<file path="src/rtl/pm_evt_regs.sv">
module pm_evt_regs #(
  parameter int ADDR_W = 16,
  parameter int TMR_W  = 24
) (
  input  logic              clk,
  input  logic              rst_n,
  input  logic [31:0]       cfg_base,
  input  logic              win_en,
  input  logic [ADDR_W-1:0] io_addr,
  input  logic              io_wr,
  input  logic              io_rd,
  input  logic              io_wide,
  input  logic [31:0]       io_wdata,
  output logic [31:0]       io_rdata,
  input  logic              evt_pwrbtn,
  input  logic              evt_rtc,
  input  logic              evt_glbl,
  input  logic              tmr_tick,
  output logic              sci
);
  localparam logic [15:0]       FLAG_MASK = 16'h0521;
  localparam logic [ADDR_W-1:0] WIN_MASK  = {{(ADDR_W-6){1'b1}}, 6'b0};

  logic [15:0]      sts_q, en_q, cnt_q;
  logic [TMR_W-1:0] tmr_q;

  wire hit    = win_en && ((io_addr & WIN_MASK) == (cfg_base[ADDR_W-1:0] & WIN_MASK));
  wire [3:0] off = io_addr[3:0];
  wire wr16   = hit && io_wr && !io_wide;
  wire wr_sts = wr16 && (off == 4'h0);
  wire wr_en  = wr16 && (off == 4'h2);
  wire wr_cnt = wr16 && (off == 4'h4);

  wire tmr_carry = tmr_tick && (&tmr_q);
  wire [15:0] ev_set = (16'(evt_rtc) << 10) | (16'(evt_pwrbtn) << 8) |
                       (16'(evt_glbl) << 5) | 16'(tmr_carry);
  wire [15:0] clr = wr_sts ? (io_wdata[15:0] & FLAG_MASK) : 16'h0;

  always_ff @(posedge clk or negedge rst_n) begin
    if (!rst_n) begin
      sts_q <= '0;
      en_q  <= '0;
      cnt_q <= '0;
      tmr_q <= '0;
    end else begin
      sts_q <= (sts_q | ev_set) & ~clr;
      if (wr_en)    en_q  <= io_wdata[15:0];
      if (wr_cnt)   cnt_q <= io_wdata[15:0];
      if (tmr_tick) tmr_q <= tmr_q + 1'b1;
    end
  end

  always_comb begin
    io_rdata = '0;
    if (hit && io_rd) begin
      if (!io_wide) begin
        case (off)
          4'h0:    io_rdata[15:0] = sts_q;
          4'h2:    io_rdata[15:0] = en_q;
          4'h4:    io_rdata[15:0] = cnt_q;
          default: io_rdata = '0;
        endcase
      end else if (off == 4'h8) begin
        io_rdata[TMR_W-1:0] = tmr_q;
      end
    end
  end

  assign sci = |(sts_q & en_q & FLAG_MASK);

  assert_reset_R1: assert property (@(posedge clk)
    !rst_n |=> (sts_q == 16'h0 && en_q == 16'h0 && !sci));

  assert_miss_R2: assert property (@(posedge clk) disable iff (!rst_n)
    (io_wr && !hit) |=> ($stable(en_q) && $stable(cnt_q)));

  assert_wide_wr_R5: assert property (@(posedge clk) disable iff (!rst_n)
    (io_wr && io_wide) |=> ($stable(en_q) && $stable(cnt_q)));

  assert_w1c_R6: assert property (@(posedge clk) disable iff (!rst_n)
    wr_sts |=> ((sts_q & $past(io_wdata[15:0]) & FLAG_MASK) == 16'h0));

  assert_evt_R7: assert property (@(posedge clk) disable iff (!rst_n)
    (evt_pwrbtn && !clr[8]) |=> sts_q[8]);

  assert_tick_R8: assert property (@(posedge clk) disable iff (!rst_n)
    tmr_tick |=> (tmr_q == $past(tmr_q) + 1'b1));

  assert_hold_R8: assert property (@(posedge clk) disable iff (!rst_n)
    !tmr_tick |=> $stable(tmr_q));

  assert_sci_src_R9: assert property (@(posedge clk) disable iff (!rst_n)
    $rose(sci) |-> ($past(wr_en) || $past(ev_set != 16'h0)));
endmodule

</file>
<file path="config.mk">
export PLATFORM = sky130hd
export DESIGN_NAME = pm_evt_regs
export DESIGN_NICKNAME = d
export VERILOG_FILES = /design/src/rtl/pm_evt_regs.sv
export SDC_FILE = /design/constraint.sdc
export NUM_CORES = 1
export LEC_CHECK = 0
export BUFFER_PORTS_ARGS = -buffer_cell sky130_fd_sc_hd__buf_2
export CELL_PAD_IN_SITES_DETAIL_PLACEMENT = 1
export CELL_PAD_IN_SITES_GLOBAL_PLACEMENT = 1
export CORE_MARGIN = 1.5
export CORE_UTILIZATION = 38
export CTS_BUF_LIST = sky130_fd_sc_hd__clkbuf_4
export DETAILED_ROUTE_END_ITERATION = 8
export PLACE_DENSITY = 0.94
export SLEW_MARGIN = 25
export SYNTH_ARGS = -nofsm -noshare
export SYNTH_HDL_FRONTEND = slang
export SYNTH_SLANG_ARGS = --single-unit
</file>
<file path="constraint.sdc">
create_clock -name clk -period 2 [get_ports clk]
set_clock_uncertainty 0.2 [all_clocks]
set_input_delay 0.2 -clock clk [delete_from_list [all_inputs] [get_ports clk]]
set_output_delay 0.2 -clock clk [all_outputs]
set_load 0.01 [all_outputs]
</file>
# ---- Word-level counts from Yosys, hierarchy flattened
# Cells that the tools add are included.
dict set report totals {
  ff_bits 72
  input_bits 90
}
dict set report classes {
  n_addsub 1
  eq_ne 4
  muxes 5
  bitwise_logic 7
  n_reduce_logical 12
}
# op n
set op_table {}
lappend op_table {{$mux 24} 3}
lappend op_table {{$pmux 16 s3} 1}
lappend op_table {{$add 24x1->24 const B} 1}
lappend op_table {{$reduce_and 24->1} 1}
lappend op_table {{$and 16x16->16} 1}
lappend op_table {{$not 11->16} 1}
lappend op_table {{$or 16x11->16} 1}
lappend op_table {{$and 11x11->11} 1}
lappend op_table {{$mux 11} 1}
lappend op_table {{$or 11x1->11} 1}
lappend op_table {{$or 11x6->11} 1}
lappend op_table {{$or 11x9->11} 1}
lappend op_table {{$eq 10x10->1} 1}
lappend op_table {{$logic_and 1x1->1} 8}
lappend op_table {{$eq 4x2->1 const B} 1}
lappend op_table {{$eq 4x3->1 const B} 1}
lappend op_table {{$eq 4x4->1 const B} 1}
lappend op_table {{$logic_not 4->1} 1}
lappend op_table {{$reduce_or 4->1} 1}
lappend op_table {{$logic_not 1->1} 1}

# ---- Longest topological paths before layout
# Gate-level depths: netlist (run 1).
dict set report logic_depth {
  word_depth 8
  depth_mapped 6
  mapped_depth_nobuf 5
}

# ---- Worst setup path after synthesis (run 1)
# Ideal clock, no wire load.
dict set report synth_timing {
  path_kind {input -> output}
  startpoint {in cfg_base[8]}
  endpoint {out io_rdata[11]}
  arrival_ps 1636
  t_required_ps 1600
  slack_ps -36
  path_stages 6
  path_buffers 2
  cell_sequence {xnor2_1 nand4_1 or4_1 clkbuf_1 buf_2 nor2_1}
}
dict set report synth_via {
  elab_chain_len 4
}
# element line
set synth_lines {}
lappend synth_lines {{start, declared} 7} ;# input logic [31:0] cfg_base,
lappend synth_lines {{$eq 10x10->1} 27} ;# wire hit = win_en && ((io_addr & WIN_MASK) == (cfg_base[ADDR_W-1:0] & WIN_MASK));
lappend synth_lines {{$logic_and 1x1->1} 27}
lappend synth_lines {{$logic_and 1x1->1} 55} ;# if (hit && io_rd) begin
lappend synth_lines {{$mux 24} 55}
lappend synth_lines {{end, declared} 14} ;# output logic [31:0] io_rdata,
# Every way passes these cells.

# ---- Worst setup path after layout (run 1)
dict set report layout_timing {
  startpoint {reg en_q[12]}
  endpoint {out io_rdata[12]}
}
dict set report layout_via {
  elab_chain_len 3
}
# element line
set layout_lines {}
lappend layout_lines {{start, declared} 24} ;# logic [15:0] sts_q, en_q, cnt_q;
lappend layout_lines {{start signal, assigned} 47} ;# if (wr_en) en_q <= io_wdata[15:0];
lappend layout_lines {{$pmux 16 s3} 57} ;# case (off)
lappend layout_lines {{$mux 24} 56} ;# if (!io_wide) begin
lappend layout_lines {{$mux 24} 55}
# Every way passes these cells.

==> Flow_metrics.wiki, run 1 <==
{| class="wikitable"
! Metric !! Value
|-
| Number of I/O pins || between 100 and 150
|-
| Critical path class || reg -> out
|-
| RePlAce Congestion || roughly 0.75
|-
| Multiplexer share of the synthesized area || approximately an eighth
|-
| Failing checks || setup timing
|-
| Setup tns final || -2360 ps
|-
| Setup repair after global routing missed its margin || yes
|-
| Total congestion overflow || 0
|-
| Ordered cell list for the critical path || a22oi_1 -> a2bb2oi_1 -> nor2_4 -> buf_6
|-
| Least setup slack across all paths after layout || -155 ps
|-
| Outcome || finished with violations
|-
| Slew headroom || about 64%
|-
| Iteration count of the initial detailed-routing pass || 4
|-
| Synthesis Warnings || 0
|-
| VDD IR max || 0.375 mV
|-
| Switch Pwr || slightly above 0.8 mW
|-
| Simple-gate share of the synthesized area || between 15 and 20%
|-
| Leakage Power || approximately 2.1 nW
|-
| Power density over the cells || 592 nW/um^2
|-
| Clock tree root buffer cell || clkbuf_4
|-
| MaxCap Viol Count || 0
|-
| Post-Synth Adder-Cell Area || 0.393%
|-
| Switch share || 28.7%
|-
| Sequential cell fraction of total power || 49.8%
|-
| Maximum single-stage delay on the critical path || between 400 and 500 ps
|-
| Number of vias per cell || between 5 and 6
|-
| Data arrival time at the worst-slack endpoint || between 1500 and 2000 ps
|-
| Number of buffers inserted by port buffering || 74
|-
| Routed Antenna Nets || 0
|-
| Width of the die || 94.6 microns
|-
| Iteration-0 DRC count of the detailed router || ~120
|-
| Xor and xnor fraction of the mapped netlist area || under 10%
|-
| Actual slew at the worst max-slew pin || roughly 540 ps
|-
| Final design instance area without fill || around 4800 sq um
|-
| Fraction of layout cells with a size suffix above 1 || ~44%
|-
| Share of the synthesized area in compound gates (AO/OA/AOI/OAI) || 8.76%
|-
| Cell Rows || 33
|-
| Fraction of the yosys area taken by sequential cells || between 40% and 50%
|-
| Post-synthesis register bit count || 60
|-
| Syn_area_per_cell || 10.9 sq um
|-
| Layout overhead on the synthesized area || 49.4%
|-
| Part of the cycle the worst path needs || 108%
|-
| All-Layer GR Usage || between 20% and 30%
|-
| H-tree levels || 3
|-
| Setup-violating endpoint count in the final report || 24
|-
| Vias in the first global route || 3188
|-
| Nature of the critical path startpoint || flop
|-
| PnR Total Power || 2.82 mW
|-
| Minimum clock period after layout || ~2200 ps
|-
| Kind of end point of the critical path || primary output
|-
| Final routed wire length divided by cell count || 22.5 microns
|-
| Final net count || 508
|-
| Worst setup timing slack at the placement stage || -338 ps
|-
| Final max-slew violation count || 0
|-
| Total DRC errors in the routed layout || 0
|-
| # placed instances || between 400 and 500
|-
| Total vias in the final route || between 2000 and 3000
|-
| Die Y-Extent || around 95 microns
|-
| Fin cells || about 530
|-
| Area of placed instances || 3970 sq um
|-
| Cells after Synth || 293
|-
| Data required time of the worst path || approximately 1600 ps
|-
| Int Power || between 2 and 2.5 mW
|-
| Area of the core || 8180 sq um
|-
| Combinational Power Share || ~15%
|-
| TritonCTS clock tree || built
|-
| Maximum number of pins on one net before global-route repair || 41
|-
| Full die area || approximately 9000 sq um
|-
| Netlist cell types || 31
|-
| Insertion delay of the later-clocked pin in the worst-skew pair || 410 ps
|-
| Post-Syn Area || between 3000 and 4000 sq um
|-
| Number of endpoints with negative hold slack in the final report || 0
|-
| Total CTS buffers || 9
|-
| Min-delay worst type || in -> async
|-
| Global-route wire length before repair || 17100 microns
|-
| Combinational family with the most area after synthesis || simple AND/OR/NAND/NOR gates
|-
| Sink count of the clock tree || 60
|-
| Buffers from clock root to sink, at most || 2
|-
| Initial core utilization || 39.0%
|-
| Detailed placer's ending HPWL || 7390 microns
|-
| Clock Power Share || a little over a third
|-
| Total length of routed wires || 11900 microns
|-
| Master of the slowest instance on the critical path || a2bb2oi_1
|-
| Number of antenna violations at the first check in global routing || 1
|-
| Register-to-Register Setup Slack || 100 ps
|-
| Peak clock frequency supported by timing || between 400 and 500 MHz
|-
| Clock transition at the registers of the reported paths || between 100 and 150 ps
|-
| Largest fanout on the critical path || 2
|}
[layout make-up]
type | instances | area (sq um)
flip-flops and latches | 60 | 1500
fillers | 883 | 3420
diodes | 1 | 2.50
inverters | 2 | 7.51
clock inverters | 6 | 88.8
well taps | 105 | 131
clock buffers | 10 | 75.1
multi-input cells | 218 | 1890
repair buffers | 126 | 1060
[cells in the final DEF (no fill, tap or decap), types with 14 or more instances in the layout]
cell	count
buf_2	45
nand4_1	14
nand2_1	21
nor2_4	20
buf_4	25
xnor2_1	22
dfrtp_1	60
dlygate4sd3_1	21
buf_6	31
[routing by layer]
layer,vias to the layer above,GRT usage [%],share of wire [%]
li1,1286,-,-
met1,1517,30.3,39
met2,97,45.7,54
met3,36,5.15,3.4
met4,0,11.4,4.1
met5,-,0,0
[sequential cells by signal (all words and copies together), names as in the netlist]
signal / count
en_q: 16
sts_q: 4
cnt_q: 16
tmr_q: 24
[per-stage QoR]
stage | hold WS (ps) | utilization, %
after detailed placement | 4.11 | 48.5
after CTS | 96.5 | 56.4
final | 103 | 58.2
after global placement | -13.6 | 48.5
after floorplan | -296 | -
after global routing | 134 | 58.2
[worst max-delay path, delay by kind of cell (launching register included)]
family | cells | cell delay [ps]
AOI/OAI and AO/OA | 2 | 720
buffers and inverters | 1 | 130
DFF | 1 | 410
and+or+nand+nor | 1 | 80
[repair_timing]
item	in CTS	in global routing
endpoints found under the hold margin	101	0
resized for setup	45	19
hold buffers	21	0
gates cloned	1	0
pin swaps	25	7
setup buffers	1	5
endpoints found under the setup margin	24	28
[synthesized netlist by cell type]
master     count  area, sq um
dfrtp_1       60         1500
nor2_1        30          113
xnor2_1       28          245
nand2_1       21         78.8
mux2_1        20          225
a22oi_1       14          105
nand4_1       14         87.6
mux2_2        13          146
a2bb2oi_1     12          105
nand3_1       10         50.1
buf_4          9         67.6
a21oi_1        8         40.0
clkbuf_1       6         22.5
xor2_1         5         43.8
and2_1         4         25.0
and3_1         4         25.0
mux2i_1        4         40.0
nor3_1         4         20.0
o21ai_0        4         20.0
and4_1         3         26.3
buf_2          3         15.0
nor4_1         3         18.8
buf_6          2         22.5
inv_1          2         7.51
nor2b_1        2         12.5
nor4_4         2         42.5
nor4b_4        2         47.6
a41oi_1        1         8.76
conb_1         1         3.75
ha_1           1         12.5
or4_1          1         7.51
[cell families after synthesis]
kind of cell	count (synthesis)
other	1
xor gates and xnor gates	33
DFF	60
adders and majority gates	1
AOI/OAI and AO/OA	39
and+or+nand+nor	100
muxes	37
buffers and inverters	22
[path summary, 6_finish.rpt]
check / start / to / depth (start not counted)
hold reg to reg: en_q[11]$_DFFE_PN0P_ / en_q[11]$_DFFE_PN0P_ / 1
setup / recovery: en_q[12]$_DFFE_PN0P_ / io_rdata[12] / 4
hold / removal: rst_n / tmr_q[20]$_DFFE_PN0P_ / 2
setup reg to reg: tmr_q[0]$_DFFE_PN0P_ / tmr_q[8]$_DFFE_PN0P_ / 5
min in group clk: win_en / sts_q[0]$_DFF_PN0_ / 5
max in group asynchronous: rst_n / cnt_q[10]$_DFFE_PN0P_ / 3
[power groups by stage]
| stage | registers [mW] | logic (mW) | clock network, mW |
|---|---|---|---|
| after global routing | 1.41 | 0.470 | 1.06 |
| after global placement | 1.40 | 0.309 | 0 |
| final | 1.40 | 0.434 | 0.983 |
| after detailed placement | 1.41 | 0.341 | 0 |
| after floorplan | 1.38 | 0.197 | 0 |
| after CTS | 1.39 | 0.386 | 0.999 |
(Power assumes the default switching activity.)
==> inputs of run 2 (changes only) <==
Settings changed: CTS_BUF_LIST sky130_fd_sc_hd__clkbuf_4 to sky130_fd_sc_hd__clkbuf_2.
==> Flow_metrics.wiki, run 2 (synthesis gave the netlist of run 1 again) <==
{| class="wikitable"
! Metric !! Value
|-
| Number of vias per cell || 5.56 (about the same)
|-
| Final max-slew violation count || 0 (unchanged)
|-
| Area of the core || 8180 sq um (unchanged)
|-
| Min-delay worst type || in -> reg
|-
| Outcome || finished with violations
|-
| Combinational Power Share || 15.4% (about the same)
|-
| Setup repair after global routing missed its margin || yes
|-
| Number of antenna violations at the first check in global routing || 1 (unchanged)
|-
| Minimum clock period after layout || 2200 ps (+46.8 ps)
|-
| Clock transition at the registers of the reported paths || 180 ps (+70 ps)
|-
| Least setup slack across all paths after layout || -201 ps (-46.8 ps)
|-
| Data arrival time at the worst-slack endpoint || 1800 ps (+50 ps)
|-
| Setup-violating endpoint count in the final report || 27 (+13%)
|-
| Final routed wire length divided by cell count || 22.2 microns (-1.6%)
|-
| Kind of end point of the critical path || primary output
|-
| Largest registers || tmr_q (24), cnt_q (16), en_q (16)
|-
| Iteration-0 DRC count of the detailed router || 110 (-9.8%)
|-
| Final standard cell utilization of the core || 58.3% (+0.092 points)
|-
| Clock tree root buffer cell || clkbuf_2
|-
| Nature of the critical path startpoint || primary input
|-
| Cell Rows || 33 (unchanged)
|-
| Most used cells in the layout excluding fill and tap cells || 60 x dfrtp_1, 47 x buf_2, 28 x buf_6
|-
| Sink count of the clock tree || 60 (unchanged)
|-
| PnR Total Power || 2.72 mW (-3.5%)
|-
| Maximum number of pins on one net before global-route repair || 41 (unchanged)
|-
| Fin cells || 527 (-0.19%)
|-
| Routed Antenna Nets || 0 (unchanged)
|-
| Switch share || 29.8% (+1.1 points)
|-
| Sequential cell fraction of total power || 51.4% (+1.6 points)
|-
| Slew headroom || 65.0% (+1.1 points)
|-
| Final design instance area without fill || 4770 sq um (+0.16%)
|-
| Actual slew at the worst max-slew pin || 521 ps (-20.6 ps)
|-
| Global-route wire length before repair || 16900 microns (-1.2%)
|-
| Number of buffers inserted by port buffering || 74 (unchanged)
|-
| Largest fanout on the critical path || 6 (+4)
|-
| Insertion delay of the later-clocked pin in the worst-skew pair || 500 ps (+90 ps)
|-
| Failing checks || setup timing
|-
| RePlAce Congestion || 0.752 (unchanged)
|-
| TritonCTS clock tree || built
|-
| Width of the die || 94.6 microns (unchanged)
|-
| GR Util met3 || 4.27% (-0.89 points)
|-
| Critical path class || in -> out
|-
| Clock Power Share || 33.2% (-1.7 points)
|-
| Number of flip-flops under the largest register name || 24 (unchanged)
|-
| Int Power || 1.91 mW (-5.0%)
|-
| Final net count || 507 (-0.20%)
|-
| Number of I/O pins || 123 (unchanged)
|-
| Switch Pwr || 0.811 mW (+0.30%)
|-
| Part of the cycle the worst path needs || 110% (+2.3 points)
|-
| Vias in the first global route || 3196 (+0.25%)
|-
| Peak clock frequency supported by timing || 454 MHz (-2.1%)
|-
| MaxCap Viol Count || 0 (unchanged)
|-
| Full die area || 8940 sq um (unchanged)
|-
| Leading cell type in the layout, fill and taps excluded || dfrtp_1
|-
| Die Y-Extent || 94.6 microns (unchanged)
|-
| Total CTS buffers || 9 (unchanged)
|-
| Total congestion overflow || 0 (unchanged)
|-
| Total DRC errors in the routed layout || 0 (unchanged)
|-
| All-Layer GR Usage || 25.5% (-0.41 points)
|-
| Total length of routed wires || 11700 microns (-1.8%)
|-
| Number of endpoints with negative hold slack in the final report || 0 (unchanged)
|-
| VDD IR max || 0.365 mV (-2.7%)
|-
| Met1 Usage GRT || 29.4% (-0.92 points)
|-
| Total vias in the final route || 2930 (-0.20%)
|-
| Buffers from clock root to sink, at most || 2 (unchanged)
|-
| Data required time of the worst path || 1600 ps (about the same)
|-
| Largest register by flop count || tmr_q
|-
| Layer with the highest usage after global routing || met2
|-
| Power density over the cells || 571 nW/um^2 (-3.7%)
|-
| Leakage Power || 2.09 nW (-0.74%)
|-
| H-tree levels || 3 (unchanged)
|-
| Layout overhead on the synthesized area || 49.6%
|-
| Fraction of layout cells with a size suffix above 1 || 45.4% (+1.1 points)
|-
| # placed instances || 483 (unchanged)
|-
| Met2 GRT Util || 45.0% (-0.72 points)
|-
| Area of placed instances || 3970 sq um (unchanged)
|-
| Detailed placer's ending HPWL || 7390 microns (unchanged)
|-
| Filler cell count in the final layout || 875 (-0.91%)
|-
| Initial core utilization || 39.0% (unchanged)
|-
| Iteration count of the initial detailed-routing pass || 4 (unchanged)
|}
-- run 2: changes by cell type in the layout (fill, tap and decap cells not counted), moves of 3 or more --
cell       delta
clkbuf_2     +10
a2bb2oi_2     +8
buf_4         -3
clkbuf_4     -10
buf_6         -3
a2bb2oi_1     -8
-- run 2: power groups by stage --
stage	Combinational, mW	Sequential, mW	Clock, mW
floorplan	0.197	1.38	0
global placement	0.309	1.40	0
detailed placement	0.341	1.41	0
CTS	0.389	1.39	0.890
global route	0.459	1.41	0.965
finish	0.420	1.40	0.902
-- run 2: area by class of cell --
type	instances	area (sq um)	area share (%)
clock inverter	6	88.8	1.86
clock buffer	10	50.0	1.05
tap	105	131	2.76
antenna	1	2.50	0.0525
inverter	2	7.51	0.157
multi-input combinational	218	1940	40.6
sequential	60	1500	31.5
timing repair buffer	125	1050	22.0
-- run 2: path summary, 6_finish.rpt --
check / startpoint / endpoint / slack (ps) / cells after the start
hold / removal: win_en / sts_q[0]$_DFF_PN0_ / 220 / 5
max in group asynchronous: rst_n / tmr_q[21]$_DFFE_PN0P_ / 110 / 4
setup reg to reg: tmr_q[0]$_DFFE_PN0P_ / tmr_q[8]$_DFFE_PN0P_ / 210 / 5
hold reg to reg: en_q[6]$_DFFE_PN0P_ / en_q[6]$_DFFE_PN0P_ / 320 / 1
setup / recovery: cfg_base[10] / io_rdata[0] / -200 / 6
min in group asynchronous: rst_n / en_q[3]$_DFFE_PN0P_ / 520 / 3
-- run 2: worst max-delay path, cell delays in order --
cell	delay [ps]
buf_8	110
xnor2_4	180
nand4_1	160
or4_4	680
a21oi_1	270
buf_2	190
-- run 2: repair_timing --
action,4_1_cts,5_1_grt
cloned,1,0
hold buffers,23,0
pin swaps,21,9
buffers inserted,3,0
resized for setup,45,25
endpoints found under the setup margin,24,28
endpoints found under the hold margin,101,0
-- run 2: per-layer routing --
| layer | part of all wire [%] | vias to the layer above |
|---|---|---|
| met5 | 0 | - |
| met4 | 4.3 | 0 |
| met1 | 39 | 1512 |
| li1 | - | 1289 |
| met2 | 53 | 94 |
| met3 | 3.1 | 35 |
-- run 2: metrics by stage --
step	hold WS (ps)	TNS, ps	worst slack, ps
2_1_floorplan	-296	-357	-15.3
3_3_place_gp	-13.6	-5000	-226
3_5_place_dp	4.11	-7540	-338
4_1_cts	61.3	-511	-52.9
5_1_grt	205	-4780	-267
6_report	221	-3750	-201
